==> src/rtl/nand_seq_pkg.sv <==
package nand_seq_pkg;
  localparam int FW = 8;

  typedef struct packed {
    logic [FW-1:0] gap;
    logic [FW-1:0] hold;
    logic [FW-1:0] strobe;
    logic [FW-1:0] setup;
  } timing_t;

  typedef enum logic [2:0] {
    PH_IDLE   = 3'd0,
    PH_PRE    = 3'd1,
    PH_SETUP  = 3'd2,
    PH_STROBE = 3'd3,
    PH_HOLD   = 3'd4,
    PH_GAP    = 3'd5,
    PH_POST   = 3'd6
  } phase_e;
endpackage

==> src/rtl/nand_rb_sync.sv <==
module nand_rb_sync #(
  parameter int STAGES = 2
) (
  input  logic clk,
  input  logic rst,
  input  logic rb_pin,
  output logic rb_ok
);
  logic [STAGES-1:0] chain;

  generate
    if (STAGES == 1) begin : g_one
      always_ff @(posedge clk) begin
        if (rst) chain <= '0;
        else     chain <= rb_pin;
      end
    end else begin : g_many
      always_ff @(posedge clk) begin
        if (rst) chain <= '0;
        else     chain <= {chain[STAGES-2:0], rb_pin};
      end
    end
  endgenerate

  assign rb_ok = chain[STAGES-1];
endmodule

==> src/rtl/nand_req_decode.sv <==
module nand_req_decode
  import nand_seq_pkg::*;
#(
  parameter int AW      = 28,
  parameter int DW      = 8,
  parameter int CMD_BIT = 16,
  parameter int ADR_BIT = 17,
  parameter int ATT_BIT = 27
) (
  input  logic          clk,
  input  logic          rst,
  input  logic          accept,
  input  logic          host_we,
  input  logic [AW-1:0] host_addr,
  input  logic [DW-1:0] host_wdata,
  input  timing_t       com_timing,
  input  timing_t       att_timing,
  output logic          cur_we,
  output logic          cur_cle,
  output logic          cur_ale,
  output logic [DW-1:0] cur_wdata,
  output timing_t       cur_tim
);
  logic    dec_cle, dec_ale;
  timing_t dec_tim;

  always_comb begin
    dec_cle = host_we & host_addr[CMD_BIT];
    dec_ale = host_we & ~host_addr[CMD_BIT] & host_addr[ADR_BIT];
    dec_tim = host_addr[ATT_BIT] ? att_timing : com_timing;
  end

  always_ff @(posedge clk) begin
    if (rst) begin
      cur_we    <= 1'b0;
      cur_cle   <= 1'b0;
      cur_ale   <= 1'b0;
      cur_wdata <= '0;
      cur_tim   <= '0;
    end else if (accept) begin
      cur_we    <= host_we;
      cur_cle   <= dec_cle;
      cur_ale   <= dec_ale;
      cur_wdata <= host_wdata;
      cur_tim   <= dec_tim;
    end
  end


  latch_kind_chk: assert property (@(posedge clk) disable iff (rst)
    !(cur_cle && cur_ale));


  read_no_latch_chk: assert property (@(posedge clk) disable iff (rst)
    !cur_we |-> (!cur_cle && !cur_ale));
endmodule

==> src/rtl/nand_phase_fsm.sv <==
module nand_phase_fsm
  import nand_seq_pkg::*;
#(
  parameter int DW = 8
) (
  input  logic          clk,
  input  logic          rst,
  input  logic          host_req,
  input  logic          rb_ok,
  input  logic          cur_we,
  input  timing_t       cur_tim,
  input  logic [DW-1:0] dq_in,
  output phase_e        phase,
  output logic          accept,
  output logic [DW-1:0] rdata,
  output logic          rvalid
);
  phase_e        nxt;
  logic [FW-1:0] cnt;
  logic          last;

  always_comb begin
    unique case (phase)
      PH_SETUP:  last = (cnt == cur_tim.setup);
      PH_STROBE: last = (cnt == cur_tim.strobe);
      PH_HOLD:   last = (cnt == cur_tim.hold);
      PH_GAP:    last = (cnt == cur_tim.gap - 1'b1);
      default:   last = 1'b0;
    endcase
  end

  always_comb begin
    nxt    = phase;
    accept = 1'b0;
    unique case (phase)
      PH_IDLE: if (host_req) begin
        accept = 1'b1;
        nxt    = rb_ok ? PH_SETUP : PH_PRE;
      end
      PH_PRE:    if (rb_ok) nxt = PH_SETUP;
      PH_SETUP:  if (last) nxt = PH_STROBE;
      PH_STROBE: if (last) nxt = PH_HOLD;
      PH_HOLD: if (last) begin
        if (cur_tim.gap != '0) nxt = PH_GAP;
        else                   nxt = rb_ok ? PH_IDLE : PH_POST;
      end
      PH_GAP:  if (last) nxt = rb_ok ? PH_IDLE : PH_POST;
      PH_POST: if (rb_ok) nxt = PH_IDLE;
      default: nxt = PH_IDLE;
    endcase
  end

  always_ff @(posedge clk) begin
    if (rst) begin
      phase  <= PH_IDLE;
      cnt    <= '0;
      rdata  <= '0;
      rvalid <= 1'b0;
    end else begin
      phase  <= nxt;
      cnt    <= (nxt != phase) ? '0 : cnt + 1'b1;
      rvalid <= 1'b0;
      if (phase == PH_STROBE && last && !cur_we) begin
        rdata  <= dq_in;
        rvalid <= 1'b1;
      end
    end
  end


  setup_needs_ready_chk: assert property (@(posedge clk) disable iff (rst)
    (phase == PH_SETUP && $past(phase) != PH_SETUP) |-> $past(rb_ok));


  phase_count_chk: assert property (@(posedge clk) disable iff (rst)
    (phase == $past(phase) && (phase == PH_SETUP || phase == PH_STROBE ||
     phase == PH_HOLD || phase == PH_GAP)) |-> (cnt == $past(cnt) + 1'b1));


  rvalid_pulse_chk: assert property (@(posedge clk) disable iff (rst)
    rvalid |=> !rvalid);
endmodule

==> src/rtl/nand_seq_top.sv <==
module nand_seq_top
  import nand_seq_pkg::*;
#(
  parameter int AW        = 28,
  parameter int DW        = 8,
  parameter int CMD_BIT   = 16,
  parameter int ADR_BIT   = 17,
  parameter int ATT_BIT   = 27,
  parameter int RB_STAGES = 2,
  localparam int TIMW     = 4 * FW
) (
  input  logic            clk,
  input  logic            rst,
  input  logic            host_req,
  input  logic            host_we,
  input  logic [AW-1:0]   host_addr,
  input  logic [DW-1:0]   host_wdata,
  output logic [DW-1:0]   host_rdata,
  output logic            host_rvalid,
  output logic            host_busy,
  input  logic [TIMW-1:0] com_timing,
  input  logic [TIMW-1:0] att_timing,
  output logic            nand_ce_n,
  output logic            nand_cle,
  output logic            nand_ale,
  output logic            nand_we_n,
  output logic            nand_re_n,
  output logic [DW-1:0]   nand_dq_out,
  output logic            nand_dq_oe,
  input  logic [DW-1:0]   nand_dq_in,
  input  logic            nand_rb
);
  logic          rb_ok, accept;
  logic          cur_we, cur_cle, cur_ale;
  logic [DW-1:0] cur_wdata;
  timing_t       cur_tim;
  phase_e        phase;
  logic          latch_win, strobe_ph;

  nand_rb_sync #(.STAGES(RB_STAGES)) u_sync (
    .clk(clk), .rst(rst), .rb_pin(nand_rb), .rb_ok(rb_ok)
  );

  nand_req_decode #(
    .AW(AW), .DW(DW), .CMD_BIT(CMD_BIT), .ADR_BIT(ADR_BIT), .ATT_BIT(ATT_BIT)
  ) u_dec (
    .clk(clk), .rst(rst), .accept(accept), .host_we(host_we),
    .host_addr(host_addr), .host_wdata(host_wdata),
    .com_timing(timing_t'(com_timing)), .att_timing(timing_t'(att_timing)),
    .cur_we(cur_we), .cur_cle(cur_cle), .cur_ale(cur_ale),
    .cur_wdata(cur_wdata), .cur_tim(cur_tim)
  );

  nand_phase_fsm #(.DW(DW)) u_fsm (
    .clk(clk), .rst(rst), .host_req(host_req), .rb_ok(rb_ok),
    .cur_we(cur_we), .cur_tim(cur_tim), .dq_in(nand_dq_in),
    .phase(phase), .accept(accept), .rdata(host_rdata), .rvalid(host_rvalid)
  );

  always_comb begin
    latch_win   = (phase == PH_SETUP) || (phase == PH_STROBE) || (phase == PH_HOLD);
    strobe_ph   = (phase == PH_STROBE);
    host_busy   = (phase != PH_IDLE);
    nand_ce_n   = (phase == PH_IDLE);
    nand_cle    = latch_win & cur_cle;
    nand_ale    = latch_win & cur_ale;
    nand_we_n   = ~(strobe_ph & cur_we);
    nand_re_n   = ~(strobe_ph & ~cur_we);
    nand_dq_oe  = strobe_ph & cur_we;
    nand_dq_out = cur_wdata;
  end


  strobe_excl_chk: assert property (@(posedge clk) disable iff (rst)
    !(!nand_we_n && !nand_re_n));


  ce_gate_chk: assert property (@(posedge clk) disable iff (rst)
    nand_ce_n |-> (nand_we_n && nand_re_n && !nand_dq_oe && !nand_cle && !nand_ale));


  accept_busy_chk: assert property (@(posedge clk) disable iff (rst)
    (host_req && !host_busy) |=> host_busy);


  ce_release_ready_chk: assert property (@(posedge clk) disable iff (rst)
    $rose(nand_ce_n) |-> $past(rb_ok));
endmodule

==> config.mk <==
export PLATFORM = sky130hd
export DESIGN_NAME = nand_seq_top
export DESIGN_NICKNAME = d
export VERILOG_FILES = /design/src/rtl/nand_seq_pkg.sv /design/src/rtl/nand_rb_sync.sv /design/src/rtl/nand_req_decode.sv /design/src/rtl/nand_phase_fsm.sv /design/src/rtl/nand_seq_top.sv
export SDC_FILE = /design/constraint.sdc
export NUM_CORES = 1
export LEC_CHECK = 0
export BUFFER_PORTS_ARGS = -buffer_cell sky130_fd_sc_hd__buf_2
export CORE_MARGIN = 1.5
export CORE_UTILIZATION = 45
export CTS_CLUSTER_SIZE = 10
export DETAILED_ROUTE_END_ITERATION = 8
export PLACE_DENSITY = 0.8
export SLEW_MARGIN = 10
export SYNTH_ARGS = -nofsm -noshare
export SYNTH_HDL_FRONTEND = slang
export SYNTH_SLANG_ARGS = --single-unit
==> constraint.sdc <==
create_clock -name clk -period 7.2 [get_ports clk]
set_clock_uncertainty 0.05 [all_clocks]
set_input_delay 1.44 -clock clk [delete_from_list [all_inputs] [get_ports clk]]
set_output_delay 1.44 -clock clk [all_outputs]
set_load 0.03 [all_outputs]
==> results_dict.tcl <==
set metrics [dict create \
    min_period_over_period 0.527 \
    status "finished clean" \
    cp.required_ns 7.34 \
    area_delta_synth_final_pct 22.5 \
    vias_per_cell 5.47 \
    post_cts_resized 0 \
    rsz0062_at_grt "no" \
    worstSkewPairLatency_ns 0.34 \
    syn_inst 409 \
    gr-usage-all-layers 0.207 \
    num_vias 3317 \
    grt.overflow.total 0 \
    path_buf_inv 1 \
    placed_area_um2 4070 \
    ir_worst_vdd_v 0.000142 \
    critPathLaunch "u_fsm.phase[0]" \
    wire_per_inst_um 13.9 \
    hp-class "register to register" \
    grt_pass1_vias 3057 \
    io_pins 137 \
    worstSetupEndpoint "u_fsm.cnt[0]" \
    drc 0 \
    synth-seq-area-share 0.373 \
    setup_viol 0 \
    p_leak_nw 1.79 \
    cts_setup_buffers 0 \
    rrSetupSlack_ns 3.41 \
    cts_hold_buf 0 \
    nets 618 \
    setup_tns_ns 0 \
    portBuffers 111 \
    final_hold_viol_count 0 \
    cp_max_fo 24 \
    r2r_cells 7 \
    clock_path_buffers 2 \
    finalCriticalPeriod_ns 3.79 \
    startpoint_type "register" \
    coreArea_um2 7370 \
    end_kind "register" \
    cp_slowest_cell "dfxtp_1" \
    die_x_um 91.0 \
    yosys_most_used_dff "dfxtp_1" \
    r2r_start "u_fsm.phase[0]" \
    post-place-ws_ns 3.54 \
    crit_type "register to register" \
    synthDominantCellAreaShare 0.373 \
    crit_arrival_ns 3.93 \
    fp.dieH_um 91.0 \
    synth_edf_count 0 \
    path_depth 7 \
    grt_start_max_net_pins 77 \
    die_area_um2 8280 \
    cts_sinks 65 \
    worst_pin_slew_ns 1.10 \
    drive_gt1_frac 0.276 \
    dpl.hpwl_mm 6.11 \
    max-cap-violations 0 \
    place_inst 590 \
    first_iter_violations 156 \
    nFillCells 671 \
    synthTopCellsByArea "dfxtp_1, mux2i_1, a211oi_1" \
    cts_tree "done" \
    cts_buffers 9 \
    syn_area_um2 3490 \
    r2r_end "u_fsm.cnt[0]" \
    final-instance-count-excl-fill 606 \
    cts-root-buf "clkbuf_8" \
    synth-async-reset-ratio 0 \
    gp_congestion 0.803 \
    antenna_left 0 \
    grt_pass1_wl_mm 13.9 \
    drv_slew 0 \
    crit_family "compound AO/OA/AOI/OAI gates" \
    powerDensity_nw_per_um2 313 \
    clkTransAtPathRegs_ns 0.08 \
    routed_wl_mm 8.44 \
    fmax_ghz 0.264 \
    ys.warnings.count 0 \
    stdcell_area_um2 4270 \
    synth.distinct_cells 52 \
    setup_slack_ns 3.41 \
    initial_core_util 0.473 \
    firstDrtPassIters 4 \
    syn_nets 525 \
    max_stage_delay_ns 0.86 \
    antenna_cells 0 \
    placementRows 31 \
    slew_headroom 0.269 \
    syn_avg_cell_area_um2 8.52 \
    h-tree-depth 3 \
    cp_cell_sequence "clkinv_1, o311ai_0, o32ai_1, nor4_4, nand4_2, o211ai_1, a21oi_1" \
    antenna_found_initial 0 \
    power_mw 1.34 \
    synth_area_leader_cell "dfxtp_1" \
    synth-seq-cells 65 \
]
==> layout make-up <==
| type | instances | area (µm²) | area share |
|---|---|---|---|
| multi-input cells | 306 | 2050 | 0.479 |
| flip-flops and latches | 65 | 1300 | 0.305 |
| repair buffers | 112 | 563 | 0.132 |
| clock buffers | 10 | 138 | 0.0322 |
| well taps | 99 | 124 | 0.0290 |
| clock inverters | 6 | 67.6 | 0.0158 |
| inverters | 8 | 30.0 | 0.00703 |
==> synth_stat cells (all sizes together) (5+ instances only) <==
cell,count
inv,7
xnor2,12
nand2,45
a21oi,23
nor2b,5
o32ai,5
dfxtp,65
nor3,8
nor2,39
nand2b,23
mux2i,41
clkbuf,25
o21ai,8
a211oi,36
buf,5
==> cells by family after synthesis <==
kind of cell               after synthesis  share of synthesized area
AOI/OAI and AO/OA                       95                      0.188
xor gates and xnor gates                15                     0.0377
adders and majority gates                3                     0.0108
buffers and inverters                   38                     0.0413
DFF                                     65                      0.373
muxes                                   43                      0.124
and+or+nand+nor                        150                      0.225
==> worst min-delay path by stage <==
stage | start | end | cells past startpoint
2_1_floorplan | u_sync.chain[0] | u_sync.chain[1] | 1
4_1_cts | u_dec.cur_wdata[7] | u_dec.cur_wdata[7] | 2
3_3_place_gp | u_sync.chain[0] | u_sync.chain[1] | 1
5_1_grt | u_sync.chain[0] | u_sync.chain[1] | 1
3_5_place_dp | u_sync.chain[0] | u_sync.chain[1] | 1
6_report | u_dec.cur_wdata[7] | u_dec.cur_wdata[7] | 2
==> flip-flops by register name, indices dropped and copies added (netlist names) <==
| signal | count |
|---|---|
| u_dec.cur_ale | 1 |
| u_dec.cur_we | 1 |
| u_dec.cur_wdata | 8 |
| u_fsm.cnt | 8 |
| u_fsm.rvalid | 1 |
| u_dec.cur_tim | 32 |
| u_fsm.phase | 3 |
| u_dec.cur_cle | 1 |
| u_sync.chain | 2 |
| u_fsm.rdata | 8 |
==> through the flow <==
stage,util,hold WS [ns]
after floorplan,-,0.364
final,0.580,0.405
after global placement,0.552,0.371
after global routing,0.580,0.422
after detailed placement,0.552,0.390
after CTS,0.580,0.409
==> worst reg2reg max path, delay by kind of cell (launching register included) <==
family	cells	cell delay, ns
buffers and inverters	1	0.50
AOI/OAI and AO/OA	4	1.68
DFF	1	0.86
and+or+nand+nor	2	0.55
==> routing by layer <==
layer | part of all wire | routed length, µm | GRT usage
met5 | 0 | 0 | 0
met1 | 0.42 | 3590 | 0.251
met4 | 0.030 | 256 | 0.118
met2 | 0.50 | 4200 | 0.340
met3 | 0.047 | 400 | 0.0419
==> cells in the final DEF (no fill, tap or decap), types with 5 or more instances in the layout <==
cell type and instances:
inv_1 7, nor3_1 7, o21ai_0 8, nor2b_1 5, a211oi_1 36, mux2i_1 41, nand2_1 45, o32ai_1 5
buf_2 111, dfxtp_1 65, xnor2_1 12, clkbuf_8 10, nand2b_1 23, nor2_1 38, a21oi_1 23
==> report_power, final <==
| part | total [mW] | internal (mW) | switching (mW) | leakage, nW |
|---|---|---|---|---|
| combinational | 0.523 | 0.202 | 0.321 | 1.16 |
| clock | 0.314 | 0.170 | 0.145 | 0.0985 |
| sequential | 0.500 | 0.423 | 0.0762 | 0.533 |
No activity file was read; power rests on OpenSTA's default activity.
